--- src/rtl/bsee_pkg.sv ---
package bsee_pkg;
  localparam int SER_ADDR_W = 16;

  typedef enum logic [1:0] {
    EV_NONE,
    EV_RD,
    EV_WR0,
    EV_WR1
  } bus_ev_e;

  typedef enum logic [3:0] {
    SQ_IDLE,
    SQ_AFTER_RD,
    SQ_RST_W0,
    SQ_ADDR,
    SQ_ADDR_OK,
    SQ_RDATA,
    SQ_WDATA,
    SQ_PAGE_END,
    SQ_ARM
  } seq_st_e;
endpackage

--- src/rtl/bsee_bus_events.sv ---
module bsee_bus_events
  import bsee_pkg::*;
#(
  parameter int SYNC_STAGES = 2
) (
  input  logic    clk,
  input  logic    rst_n,
  input  logic    ce_n,
  input  logic    oe_n,
  input  logic    we_n,
  input  logic    wp_n,
  input  logic    dq_in,
  output bus_ev_e ev,
  output logic    rd_act,
  output logic    wp_ok
);
  // bit order {ce, oe, we, wp, dq}
  localparam logic [4:0] IDLE_PINS = 5'b11101;

  logic [SYNC_STAGES-1:0][4:0] stage;
  logic [4:0] pins_s;
  logic wr_now, rd_now;
  logic wr_q, rd_q, bit_q;
  logic wr_n, rd_n, bit_n;

  always_ff @(posedge clk or negedge rst_n) begin
    if (!rst_n) begin
      stage <= {SYNC_STAGES{IDLE_PINS}};
    end else begin
      stage[0] <= {ce_n, oe_n, we_n, wp_n, dq_in};
      for (int i = 1; i < SYNC_STAGES; i++) stage[i] <= stage[i-1];
    end
  end

  assign pins_s = stage[SYNC_STAGES-1];
  assign wr_now = !pins_s[4] &&  pins_s[3] && !pins_s[2];
  assign rd_now = !pins_s[4] && !pins_s[3] &&  pins_s[2];
  assign wp_ok  = pins_s[1];

  always_comb begin
    wr_n  = wr_now;
    rd_n  = rd_now;
    bit_n = bit_q;
    if (wr_now) bit_n = pins_s[0];
  end

  always_ff @(posedge clk or negedge rst_n) begin
    if (!rst_n) begin
      wr_q  <= 1'b0;
      rd_q  <= 1'b0;
      bit_q <= 1'b0;
    end else begin
      wr_q  <= wr_n;
      rd_q  <= rd_n;
      bit_q <= bit_n;
    end
  end

  always_comb begin
    ev = EV_NONE;
    if (wr_q && !wr_now)      ev = bit_q ? EV_WR1 : EV_WR0;
    else if (rd_q && !rd_now) ev = EV_RD;
  end

  assign rd_act = rd_q;
endmodule

--- src/rtl/bsee_seq.sv ---
module bsee_seq
  import bsee_pkg::*;
#(
  parameter int ADDR_BITS  = 8,
  parameter int PAGE_BYTES = 32,
  localparam int PW        = $clog2(PAGE_BYTES)
) (
  input  logic                 clk,
  input  logic                 rst_n,
  input  bus_ev_e              ev,
  input  logic                 busy,
  input  logic                 wp_ok,
  input  logic [7:0]           rd_byte,
  output logic [ADDR_BITS-1:0] addr,
  output logic                 pb_we,
  output logic [PW-1:0]        pb_idx,
  output logic [7:0]           pb_byte,
  output logic                 pb_clr,
  output logic                 start,
  output logic                 wel,
  output logic                 dq_val
);
  seq_st_e st, st_n;
  logic [3:0] cnt, cnt_n;
  logic [SER_ADDR_W-1:0] sh, sh_n, sh_in;
  logic [ADDR_BITS-1:0] addr_n;
  logic [PW-1:0] idx, idx_n;
  logic any_q, any_n;
  logic wel_n;
  logic wbit;
  logic do_reset;

  assign wbit  = (ev == EV_WR1);
  assign sh_in = {sh[SER_ADDR_W-2:0], wbit};

  always_comb begin
    st_n     = st;
    cnt_n    = cnt;
    sh_n     = sh;
    addr_n   = addr;
    idx_n    = idx;
    any_n    = any_q;
    wel_n    = wel;
    pb_we    = 1'b0;
    pb_clr   = 1'b0;
    start    = 1'b0;
    do_reset = 1'b0;
    if (!busy && ev != EV_NONE) begin
      unique case (st)
        SQ_IDLE: begin
          if (ev == EV_RD) st_n = SQ_AFTER_RD;
          else wel_n = 1'b0;
        end
        SQ_AFTER_RD: begin
          if (ev == EV_WR0) do_reset = 1'b1;
          else if (ev == EV_WR1) begin
            st_n  = SQ_IDLE;
            wel_n = 1'b0;
          end
        end
        SQ_RST_W0: begin
          if (ev == EV_RD) begin
            st_n  = SQ_ADDR;
            cnt_n = 4'd0;
          end else begin
            st_n  = SQ_IDLE;
            wel_n = 1'b0;
          end
        end
        SQ_ADDR: begin
          if (ev == EV_RD) st_n = SQ_AFTER_RD;
          else begin
            sh_n = sh_in;
            if (cnt == 4'd15) begin
              addr_n = sh_in[ADDR_BITS-1:0];
              st_n   = SQ_ADDR_OK;
              cnt_n  = 4'd0;
            end else begin
              cnt_n = cnt + 4'd1;
            end
          end
        end
        SQ_ADDR_OK, SQ_RDATA: begin
          if (ev == EV_RD) begin
            st_n = SQ_RDATA;
            if (cnt == 4'd7) begin
              addr_n = addr + 1'b1;
              cnt_n  = 4'd0;
            end else begin
              cnt_n = cnt + 4'd1;
            end
          end else if (st == SQ_ADDR_OK) begin
            st_n  = SQ_WDATA;
            sh_n  = sh_in;
            cnt_n = 4'd1;
            idx_n = addr[PW-1:0];
            any_n = 1'b0;
          end else if (ev == EV_WR0) begin
            do_reset = 1'b1;
          end else begin
            st_n  = SQ_IDLE;
            wel_n = 1'b0;
          end
        end
        SQ_WDATA: begin
          if (ev == EV_RD) begin
            if (cnt == 4'd0 && any_q) st_n = SQ_PAGE_END;
            else begin
              st_n  = SQ_AFTER_RD;
              wel_n = 1'b0;
            end
          end else begin
            sh_n = sh_in;
            if (cnt == 4'd7) begin
              pb_we = 1'b1;
              idx_n = idx + 1'b1;
              any_n = 1'b1;
              cnt_n = 4'd0;
            end else begin
              cnt_n = cnt + 4'd1;
            end
          end
        end
        SQ_PAGE_END: begin
          if (ev == EV_WR1) st_n = SQ_ARM;
          else if (ev == EV_WR0) do_reset = 1'b1;
          else begin
            st_n  = SQ_AFTER_RD;
            wel_n = 1'b0;
          end
        end
        SQ_ARM: begin
          if (ev == EV_RD) start = wel;
          st_n  = SQ_IDLE;
          wel_n = 1'b0;
        end
        default: st_n = SQ_IDLE;
      endcase
    end
    if (do_reset) begin
      st_n   = SQ_RST_W0;
      cnt_n  = 4'd0;
      pb_clr = 1'b1;
      wel_n  = wp_ok;
    end
    if (!wp_ok) wel_n = 1'b0;
  end

  always_ff @(posedge clk or negedge rst_n) begin
    if (!rst_n) begin
      st    <= SQ_IDLE;
      cnt   <= 4'd0;
      sh    <= '0;
      addr  <= '0;
      idx   <= '0;
      any_q <= 1'b0;
      wel   <= 1'b0;
    end else begin
      st    <= st_n;
      cnt   <= cnt_n;
      sh    <= sh_n;
      addr  <= addr_n;
      idx   <= idx_n;
      any_q <= any_n;
      wel   <= wel_n;
    end
  end

  assign pb_idx  = idx;
  assign pb_byte = sh_in[7:0];

  always_comb begin
    if (busy) dq_val = 1'b0;
    else if (st == SQ_ADDR_OK || st == SQ_RDATA) dq_val = rd_byte[3'd7 - cnt[2:0]];
    else dq_val = 1'b1;
  end
endmodule

--- src/rtl/bsee_nvm.sv ---
module bsee_nvm #(
  parameter int ADDR_BITS   = 8,
  parameter int PAGE_BYTES  = 32,
  parameter int BUSY_CYCLES = 64,
  localparam int PW         = $clog2(PAGE_BYTES),
  localparam int DEPTH      = 1 << ADDR_BITS,
  localparam int TW         = $clog2(BUSY_CYCLES + 1)
) (
  input  logic                 clk,
  input  logic                 rst_n,
  input  logic                 pb_we,
  input  logic [PW-1:0]        pb_idx,
  input  logic [7:0]           pb_byte,
  input  logic                 pb_clr,
  input  logic                 start,
  input  logic [ADDR_BITS-1:0] addr,
  output logic [7:0]           rd_byte,
  output logic                 busy,
  output logic                 commit
);
  localparam logic [TW-1:0] LAST = TW'(BUSY_CYCLES - 1);

  logic [7:0] mem  [DEPTH];
  logic [7:0] pbuf [PAGE_BYTES];
  logic [PAGE_BYTES-1:0] mask, mask_n;
  logic [ADDR_BITS-PW-1:0] pg_q, pg_n;
  logic [TW-1:0] tmr, tmr_n;
  logic busy_n;

  always_ff @(posedge clk) begin
    if (pb_we) pbuf[pb_idx] <= pb_byte;
  end

  for (genvar g = 0; g < PAGE_BYTES; g++) begin : g_mask
    always_comb begin
      if (pb_clr) mask_n[g] = 1'b0;
      else if (pb_we && pb_idx == PW'(g)) mask_n[g] = 1'b1;
      else mask_n[g] = mask[g];
    end
  end

  assign commit = busy && (tmr == LAST);

  always_comb begin
    busy_n = busy;
    tmr_n  = tmr;
    pg_n   = pg_q;
    if (start && !busy) begin
      busy_n = 1'b1;
      tmr_n  = '0;
      pg_n   = addr[ADDR_BITS-1:PW];
    end else if (commit) begin
      busy_n = 1'b0;
      tmr_n  = '0;
    end else if (busy) begin
      tmr_n = tmr + 1'b1;
    end
  end

  always_ff @(posedge clk or negedge rst_n) begin
    if (!rst_n) begin
      mask <= '0;
      pg_q <= '0;
      tmr  <= '0;
      busy <= 1'b0;
    end else begin
      mask <= mask_n;
      pg_q <= pg_n;
      tmr  <= tmr_n;
      busy <= busy_n;
    end
  end

  always_ff @(posedge clk) begin
    for (int i = 0; i < PAGE_BYTES; i++) begin
      if (commit && mask[i]) mem[{pg_q, i[PW-1:0]}] <= pbuf[i];
    end
  end

  assign rd_byte = mem[addr];
endmodule

--- src/rtl/bsee_ctrl.sv ---
module bsee_ctrl
  import bsee_pkg::*;
#(
  parameter int ADDR_BITS   = 8,
  parameter int PAGE_BYTES  = 32,
  parameter int BUSY_CYCLES = 64,
  parameter int SYNC_STAGES = 2,
  localparam int PW         = $clog2(PAGE_BYTES)
) (
  input  logic clk,
  input  logic rst_n,
  input  logic ce_n,
  input  logic oe_n,
  input  logic we_n,
  input  logic wp_n,
  input  logic dq_in,
  output logic dq_out,
  output logic dq_oe
);
  logic [1:0] rst_pipe;
  logic rst_core_n;
  bus_ev_e ev;
  logic rd_act, wp_ok;
  logic [ADDR_BITS-1:0] addr;
  logic pb_we, pb_clr, start, wel, dq_val, busy, commit;
  logic [PW-1:0] pb_idx;
  logic [7:0] pb_byte, rd_byte;

  always_ff @(posedge clk or negedge rst_n) begin
    if (!rst_n) rst_pipe <= 2'b00;
    else rst_pipe <= {rst_pipe[0], 1'b1};
  end
  assign rst_core_n = rst_pipe[1];

  bsee_bus_events #(.SYNC_STAGES(SYNC_STAGES)) u_events (
    .clk(clk), .rst_n(rst_core_n), .ce_n(ce_n), .oe_n(oe_n), .we_n(we_n),
    .wp_n(wp_n), .dq_in(dq_in), .ev(ev), .rd_act(rd_act), .wp_ok(wp_ok)
  );

  bsee_seq #(.ADDR_BITS(ADDR_BITS), .PAGE_BYTES(PAGE_BYTES)) u_seq (
    .clk(clk), .rst_n(rst_core_n), .ev(ev), .busy(busy), .wp_ok(wp_ok),
    .rd_byte(rd_byte), .addr(addr), .pb_we(pb_we), .pb_idx(pb_idx),
    .pb_byte(pb_byte), .pb_clr(pb_clr), .start(start), .wel(wel), .dq_val(dq_val)
  );

  bsee_nvm #(.ADDR_BITS(ADDR_BITS), .PAGE_BYTES(PAGE_BYTES), .BUSY_CYCLES(BUSY_CYCLES)) u_nvm (
    .clk(clk), .rst_n(rst_core_n), .pb_we(pb_we), .pb_idx(pb_idx), .pb_byte(pb_byte),
    .pb_clr(pb_clr), .start(start), .addr(addr), .rd_byte(rd_byte),
    .busy(busy), .commit(commit)
  );

  assign dq_oe  = rd_act;
  assign dq_out = dq_val;
endmodule

--- config.mk ---
export PLATFORM = sky130hd
export DESIGN_NAME = bsee_ctrl
export DESIGN_NICKNAME = d
export VERILOG_FILES = /design/src/rtl/bsee_pkg.sv /design/src/rtl/bsee_bus_events.sv /design/src/rtl/bsee_seq.sv /design/src/rtl/bsee_nvm.sv /design/src/rtl/bsee_ctrl.sv
export SDC_FILE = /design/constraint.sdc
export NUM_CORES = 2
export LEC_CHECK = 0
export ABC_AREA = 1
export BUFFER_PORTS_ARGS = -buffer_cell sky130_fd_sc_hd__buf_4
export CAP_MARGIN = 20
export CORE_ASPECT_RATIO = 1.1
export CORE_MARGIN = 3
export CORE_UTILIZATION = 40
export DETAILED_ROUTE_END_ITERATION = 16
export PLACE_DENSITY = 0.52
export RECOVER_POWER = 50
export SYNTH_ARGS = -nofsm -noshare
export SYNTH_HDL_FRONTEND = slang
export SYNTH_SLANG_ARGS = --single-unit
--- constraint.sdc ---
create_clock -name clk -period 3.6 [get_ports clk]
set_clock_uncertainty 0.15 [all_clocks]
set_input_delay 0.36 -clock clk [delete_from_list [all_inputs] [get_ports clk]]
set_output_delay 0.36 -clock clk [all_outputs]
set_load 0.02 [all_outputs]
# After elaboration in Yosys (flattened, before gate mapping)
# Memory sizes are Yosys's and may differ from the RTL's.
# Cells that the tools add are included.
dict set report word_totals {
  reg_bits 88
  ramBits 2304
  in_bits 7
  out_inout_bits 2
  memories 2
}
dict set report classes {
  n_addsub 5
  n_lt_le_gt_ge 1
  n_eq_ne 74
  mux 213
  n_reduce_logical 133
}
# name depth word_bits read_ports rd_clocked_by_memory_dff write_ports line_no
set memory_table {}
lappend memory_table {u_nvm.mem 256 8 1 0 32 bsee_nvm.sv:23} ;# logic [7:0] mem [DEPTH];
lappend memory_table {u_nvm.pbuf 32 8 32 0 1 bsee_nvm.sv:24} ;# logic [7:0] pbuf [PAGE_BYTES];
# op count
set ops {}
lappend ops {{2-to-1 mux 1 bit} 165}
lappend ops {{2-to-1 mux 4 bit} 22}
lappend ops {{equality test 5 bit, second input constant} 16}
lappend ops {{nonzero test 2 bit} 38}
lappend ops {{logical AND 1 bit} 74}
lappend ops {{2-to-1 mux 7 bit} 6}
lappend ops {{equality test 5 x 4 -> 1 bit, second input constant} 8}
lappend ops {{2-to-1 mux 8 bit} 4}
lappend ops {{case mux 4 bit (7 select lines)} 1}
lappend ops {{equality test 4 x 3 -> 1 bit, second input constant} 5}
lappend ops {{equality test 5 x 3 -> 1 bit, second input constant} 4}
lappend ops {{2-to-1 mux 5 bit} 4}
lappend ops {{AND reduction 6 bit} 3}
lappend ops {{inequality test 4 x 3 -> 1 bit, second input constant} 4}
lappend ops {{case mux 4 bit (4 select lines)} 1}
lappend ops {{case mux 8 bit (2 select lines)} 1}
lappend ops {{inequality test 3 x 1 -> 1 bit, second input constant} 5}
lappend ops {{case mux 7 bit (2 select lines)} 1}
lappend ops {{inequality test 4 x 2 -> 1 bit, second input constant} 3}
lappend ops {{equality test 5 x 2 -> 1 bit, second input constant} 2}
lappend ops {{inequality test 2 x 1 -> 1 bit, second input constant} 5}
lappend ops {{case mux 5 bit (2 select lines)} 1}
lappend ops {{inequality test 3 x 2 -> 1 bit, second input constant} 3}
lappend ops {{AND reduction 9 bit} 1}
lappend ops {{33 further kinds} 49}

# Depth between registers and ports, before layout
dict set report depth {
  ltp_word 15
  ltp_mapped 26
  depth_no_buf 23
}

# By module
# A second synthesis with hierarchy kept.
dict set report unflattened {
  cells_unflattened 7727
  hier_area_um2 95186.3
}
# mod instances cells_per_inst area_each_um2 seq_area_each_um2
set by_module_without_submodules {}
lappend by_module_without_submodules {bsee_nvm 1 7397 92617.6 70262.4}
lappend by_module_without_submodules {bsee_seq 1 299 2100.8 750.7}
lappend by_module_without_submodules {bsee_bus_events 1 28 414.1 335.3}
lappend by_module_without_submodules {bsee_ctrl 1 3 53.8 50.0}

# Worst setup path after synthesis
# No wires, ideal clock.
dict set report synth_path {
  path_type {register -> register}
  from {register u_events.stage, in the netlist u_events.pins_s[2]}
  to {memory u_nvm.pbuf[15][0], enable pin}
  setup_ns 0.383
  t_arrival_ns 2.310
  path_slack_ns 0.757
  stages_incl_launch_ff 12
  cell_sequence {dfstp_2 > nand2_1 > nor2_1 > nor2_1 > nand2_1 > inv_1 > nor2_1 > inv_1 > nor3_2 > nand2_1 > buf_4 > nor3_1}
}
dict set report synth_between {
  elab_chain_len 11
  elab_cells_between_ends 17
  classes_between {eq/ne (1); mux (7); reduce/logical (9)}
}
# element line_no
set synth_rtl {}
lappend synth_rtl {{start: declaration} bsee_bus_events.sv:20} ;# logic [SYNC_STAGES-1:0][4:0] stage;
lappend synth_rtl {{start signal: assignment} bsee_bus_events.sv:28} ;# stage <= {SYNC_STAGES{IDLE_PINS}};
lappend synth_rtl {{logical AND 1 bit (*)} bsee_bus_events.sv:37} ;# assign rd_now = !pins_s[4] && !pins_s[3] && pins_s[2];
lappend synth_rtl {{via u_events.rd_n} bsee_bus_events.sv:24} ;# logic wr_n, rd_n, bit_n;
lappend synth_rtl {{zero test 1 bit (*)} bsee_bus_events.sv:62} ;# else if (rd_q && !rd_now) ev = EV_RD;
lappend synth_rtl {{logical AND 1 bit (*)} bsee_bus_events.sv:62}
lappend synth_rtl {{2-to-1 mux 1 bit (*)} bsee_bus_events.sv:62}
lappend synth_rtl {{2-to-1 mux 2 bit (*)} bsee_bus_events.sv:61} ;# if (wr_q && !wr_now) ev = bit_q ? EV_WR1 : EV_WR0;
lappend synth_rtl {{equality test 2 x 1 -> 1 bit} bsee_seq.sv:106} ;# if (ev == EV_RD) begin
lappend synth_rtl {{2-to-1 mux 1 bit} bsee_seq.sv:106}
lappend synth_rtl {{2-to-1 mux 1 bit} bsee_seq.sv:49} ;# unique case (st)
lappend synth_rtl {{2-to-1 mux 1 bit (*)} bsee_seq.sv:48} ;# if (!busy && ev != EV_NONE) begin
lappend synth_rtl {{2-to-1 mux 1 bit (*)} bsee_nvm.sv:31} ;# if (pb_we) pbuf[pb_idx] <= pb_byte;
lappend synth_rtl {{2-to-1 mux 1 bit (implied by the code) (*)} bsee_nvm.sv:31}
lappend synth_rtl {{end: declaration} bsee_nvm.sv:24}
# Mark *: on every way through the listed nets, which the timed path passes. The rest lies on a longest branch.

# Worst setup path in the final report
dict set report layout_path {
  from {register u_seq.addr[0]}
  to {output dq_out}
}
dict set report layout_between {
  elab_chain_len 5
}
# element line_no
set layout_rtl {}
lappend layout_rtl {{start: declaration} bsee_seq.sv:14} ;# output logic [ADDR_BITS-1:0] addr,
lappend layout_rtl {{start signal: assignment} bsee_seq.sv:162} ;# addr <= addr_n;
lappend layout_rtl {{memory read (256 x 8 bit)} n/a}
lappend layout_rtl {{binary-select mux 1 bit (select 3 bit)} bsee_seq.sv:174} ;# else if (st == SQ_ADDR_OK || st == SQ_RDATA) dq_val = rd_byte[3'd7 - cnt[2:0]];
lappend layout_rtl {{2-to-1 mux 1 bit (implied by the code)} bsee_seq.sv:174}
lappend layout_rtl {{2-to-1 mux 1 bit} bsee_seq.sv:174}
lappend layout_rtl {{2-to-1 mux 1 bit} bsee_seq.sv:173} ;# if (busy) dq_val = 1'b0;
lappend layout_rtl {{end: declaration} bsee_ctrl.sv:17} ;# output logic dq_out,
# No other way between the ends. The select of a mux whose other input is x is not followed.

==> results_dict.tcl <==
set metrics [dict create \
    outcome "complete, but fails checks" \
    failed_checks "capacitance limit, slew limit, setup timing" \
    synthArstFlopShare 0.0368 \
    fin_total_pwr_mw 57.9 \
    leakage_nw 44.9 \
    synth_ff_type "edfxtp_1" \
    via_per_inst 5.49 \
    detail_route.wl_per_cell_um 29.5 \
    power.density_nw_per_um2 485 \
    dr.pass1.iters 8 \
    drive_above_1_share 0.189 \
    timing.fmax_mhz 210 \
    synthCells 8364 \
    hold_path.class "input port to async pin" \
    critPathKind "flop to output port" \
    place.gp.congestion 1.02 \
    fin_crit_ps 4760 \
    cts_tree "yes" \
    whs_ps 154 \
    dp_hpwl_um 265000 \
    end_kind "output port" \
    core-area_um2 241000 \
    ys_seq_area_frac 0.736 \
    die_h_um 523 \
    setup_viol 1 \
    clk_latency_ps 960 \
    final_antenna_net_count 0 \
    core.rowCount 189 \
    r2r-start "u_seq.sh[5]$_DFFE_PN0P_" \
    critPathLaunchType "flop" \
    reg2reg_to "u_nvm.pbuf[10][6]$_DFFE_PP_" \
    required_ps 3090 \
    clockBufferDepth 4 \
    ys_warn_count 0 \
    clockRootBuffer "clkbuf_16" \
    drc_errors 0 \
    grt_first_pass_wirelength_um 511000 \
    finalHoldViolCount 0 \
    rsz0062_at_grt "yes" \
    drv_slew 133 \
    fin_nets 9292 \
    syn_nets 8381 \
    ys_ff_latch 2392 \
    drt_iter0_markers 9074 \
    cp_max_fo 8 \
    grt_pass1_vias 66000 \
    numPortBuffers 8 \
    worstPathArrival_ps 4250 \
    yosysUniqueCellTypes 42 \
    avgSynthCellArea_um2 11.6 \
    reg2regPathDepth 1 \
    synth_edf_count 2304 \
    antenna_found_initial 19 \
    path_clk_slew_ps 60 \
    syn_to_final_growth_pct 23.0 \
    clkSinkCount 2392 \
    fin_ws_ps -1160 \
    die_area_um2 249000 \
    cts_buffers 275 \
    utilization 0.495 \
    initial_core_util 0.402 \
    cap_violations 5 \
    grt_usage 0.295 \
    worst_pin_slew_ps 2450 \
    synth_area_um2 97000 \
    grt_max_degree 66 \
    grt_overflow_total 0 \
    wirelength_um 372000 \
    slew-limit-headroom -0.636 \
    regToRegSetupSlack_ps 70 \
    die_w_um 476 \
    ir_drop_mv 0.488 \
    fin_crit_sh 1.32 \
    vias 69300 \
    cts_max_level 5 \
    io_pins 9 \
]
## layout by cell type (no fill, tap or decap), types with 32 or more instances in the layout
master / netlist / final
buf_12: 0 / 109
a21oi_1: 111 / 83
inv_1: 487 / 475
buf_4: 58 / 877
clkinv_1: 6 / 42
clkbuf_1: 143 / 79
nand3_1: 675 / 542
nand3_2: 0 / 108
clkbuf_16: 0 / 284
nor2_1: 1393 / 1360
edfxtp_1: 2304 / 2304
o21ai_1: 18 / 89
nand2_1: 1952 / 1857
nand2_2: 1 / 80
clkinv_2: 0 / 33
dfrtp_1: 80 / 76
o211ai_1: 107 / 107
o21ai_0: 646 / 551
buf_6: 17 / 32
## critical path: stages (launching register included)
cell	delay [ps]
dfrtp_4	420
buf_12	190
buf_16	220
buf_12	140
buf_12	120
buf_12	130
buf_4	130
o21ai_0	80
o211ai_1	400
nand3_2	250
nand2_1	140
nand3_1	80
nand2_1	100
nand3_1	130
nand3_2	110
nand3_2	100
nand2_2	100
nand2_2	80
nand3_4	90
nand2_4	90
inv_2	70
buf_6	110
## through the flow
step           instance area (µm²)  setup slack (ps)  cells  TNS, ps
2_1_floorplan                97000               757   8364        0
3_3_place_gp                108000              -942  12100     -942
3_5_place_dp                108000              -750  12100     -750
4_1_cts                     119000             -1120  12600    -1120
5_1_grt                     119000             -1210  12600    -1210
6_report                    119000             -1160  12600    -1160
## report_power, final
group          internal (mW)  switching [mW]  leakage (nW)  total, mW
logic                  0.318           0.724          19.2       1.04
registers               30.1          0.0663          21.6       30.2
clock network           15.7            11.0          4.08       26.7
total                   46.1            11.8          44.9       57.9
## sequential cells by signal, indices dropped and copies added, names as in the netlist, 5 cells and up
| signal | flops |
|---|---|
| u_events.pins_s | 5 |
| u_events.stage | 5 |
| u_nvm.mask | 32 |
| u_nvm.mem | 2048 |
| u_nvm.pbuf | 256 |
| u_nvm.tmr | 7 |
| u_seq.addr | 8 |
| u_seq.pb_idx | 5 |
| u_seq.sh | 7 |
## cell families (layout without fill, tap and decap cells)
family	Yosys count	in the layout	share of synthesized area
adders and majority gates	10	10	0.00129
DFF	2392	2392	0.736
buffers and inverters	967	2059	0.0437
muxes	1	1	0.000116
other	1	7	0.0000386
and+or+nand+nor	4047	4047	0.166
AOI/OAI and AO/OA	940	940	0.0525
xor gates and xnor gates	6	6	0.000542
## synthesized netlist by cell type, types with 2 or more instances
library cell  number  area (µm²)
o21a_1            30         225
a2111oi_0          2        17.5
nor2_1          1393        5230
nand2_1         1952        7330
ha_1              10         125
o2111ai_1          2        17.5
dfstp_2            8         210
buf_6             17         191
inv_1            487        1830
or2_2             12        75.1
a21oi_1          111         556
nor3_1             8        40.0
nor4_1             2        12.5
inv_2              5        18.8
xor2_1             5        43.8
o211ai_1         107         803
o22ai_1           20         125
clkbuf_1         143         537
buf_2            199         996
clkinv_1           6        22.5
o21ai_1           18        90.1
o21ai_0          646        3230
edfxtp_1        2304       69200
dfrtp_1           80        2000
buf_4             58         435
nand3_1          675        3380
buf_1             49         184
## how the worst max path moves through the flow
stage               cells after the start                    startpoint                          end  slack, ps
floorplan                              11  u_events.pins_s[2]$_DFF_PN1_  u_nvm.pbuf[15][0]$_DFFE_PP_        760
global placement                       23     u_seq.addr[0]$_DFFE_PN0P_                       dq_out       -940
detailed placement                     23     u_seq.addr[0]$_DFFE_PN0P_                       dq_out       -750
CTS                                    24     u_seq.addr[0]$_DFFE_PN0P_                       dq_out      -1120
global route                           25     u_seq.addr[0]$_DFFE_PN0P_                       dq_out      -1210
finish                                 21     u_seq.addr[0]$_DFFE_PN0P_                       dq_out      -1160
## routing by layer
layer | up-vias | track usage | share of wire
li1 | 30500 | - | -
met1 | 34400 | 0.410 | 0.41
met2 | 3704 | 0.454 | 0.45
met3 | 672 | 0.0560 | 0.090
met4 | 2 | 0.125 | 0.049
met5 | - | 0 | 0.000043
## what timing repair did
| action | in CTS | in global routing |
|---|---|---|
| endpoints found under the setup margin | 1 | 1 |
| endpoints found under the hold margin | 7 | 0 |
| hold buffers | 12 | 0 |
| setup buffers | 38 | 9 |
| gates resized for setup | 461 | 93 |
| pin swaps | 114 | 57 |
| cloned | 23 | 4 |
## cell type report
type	count	area, µm²
clock inverters	104	985
clock buffers	354	7380
well taps	3151	3940
repair buffers	1100	10600
repair inverters	2	60.1
inverters	499	1930
diodes	6	15.0
fillers	21500	122000
flip-flops and latches	2392	71400
multi-input cells	5005	23000
Note: power is estimated with default switching activity, not from simulation.
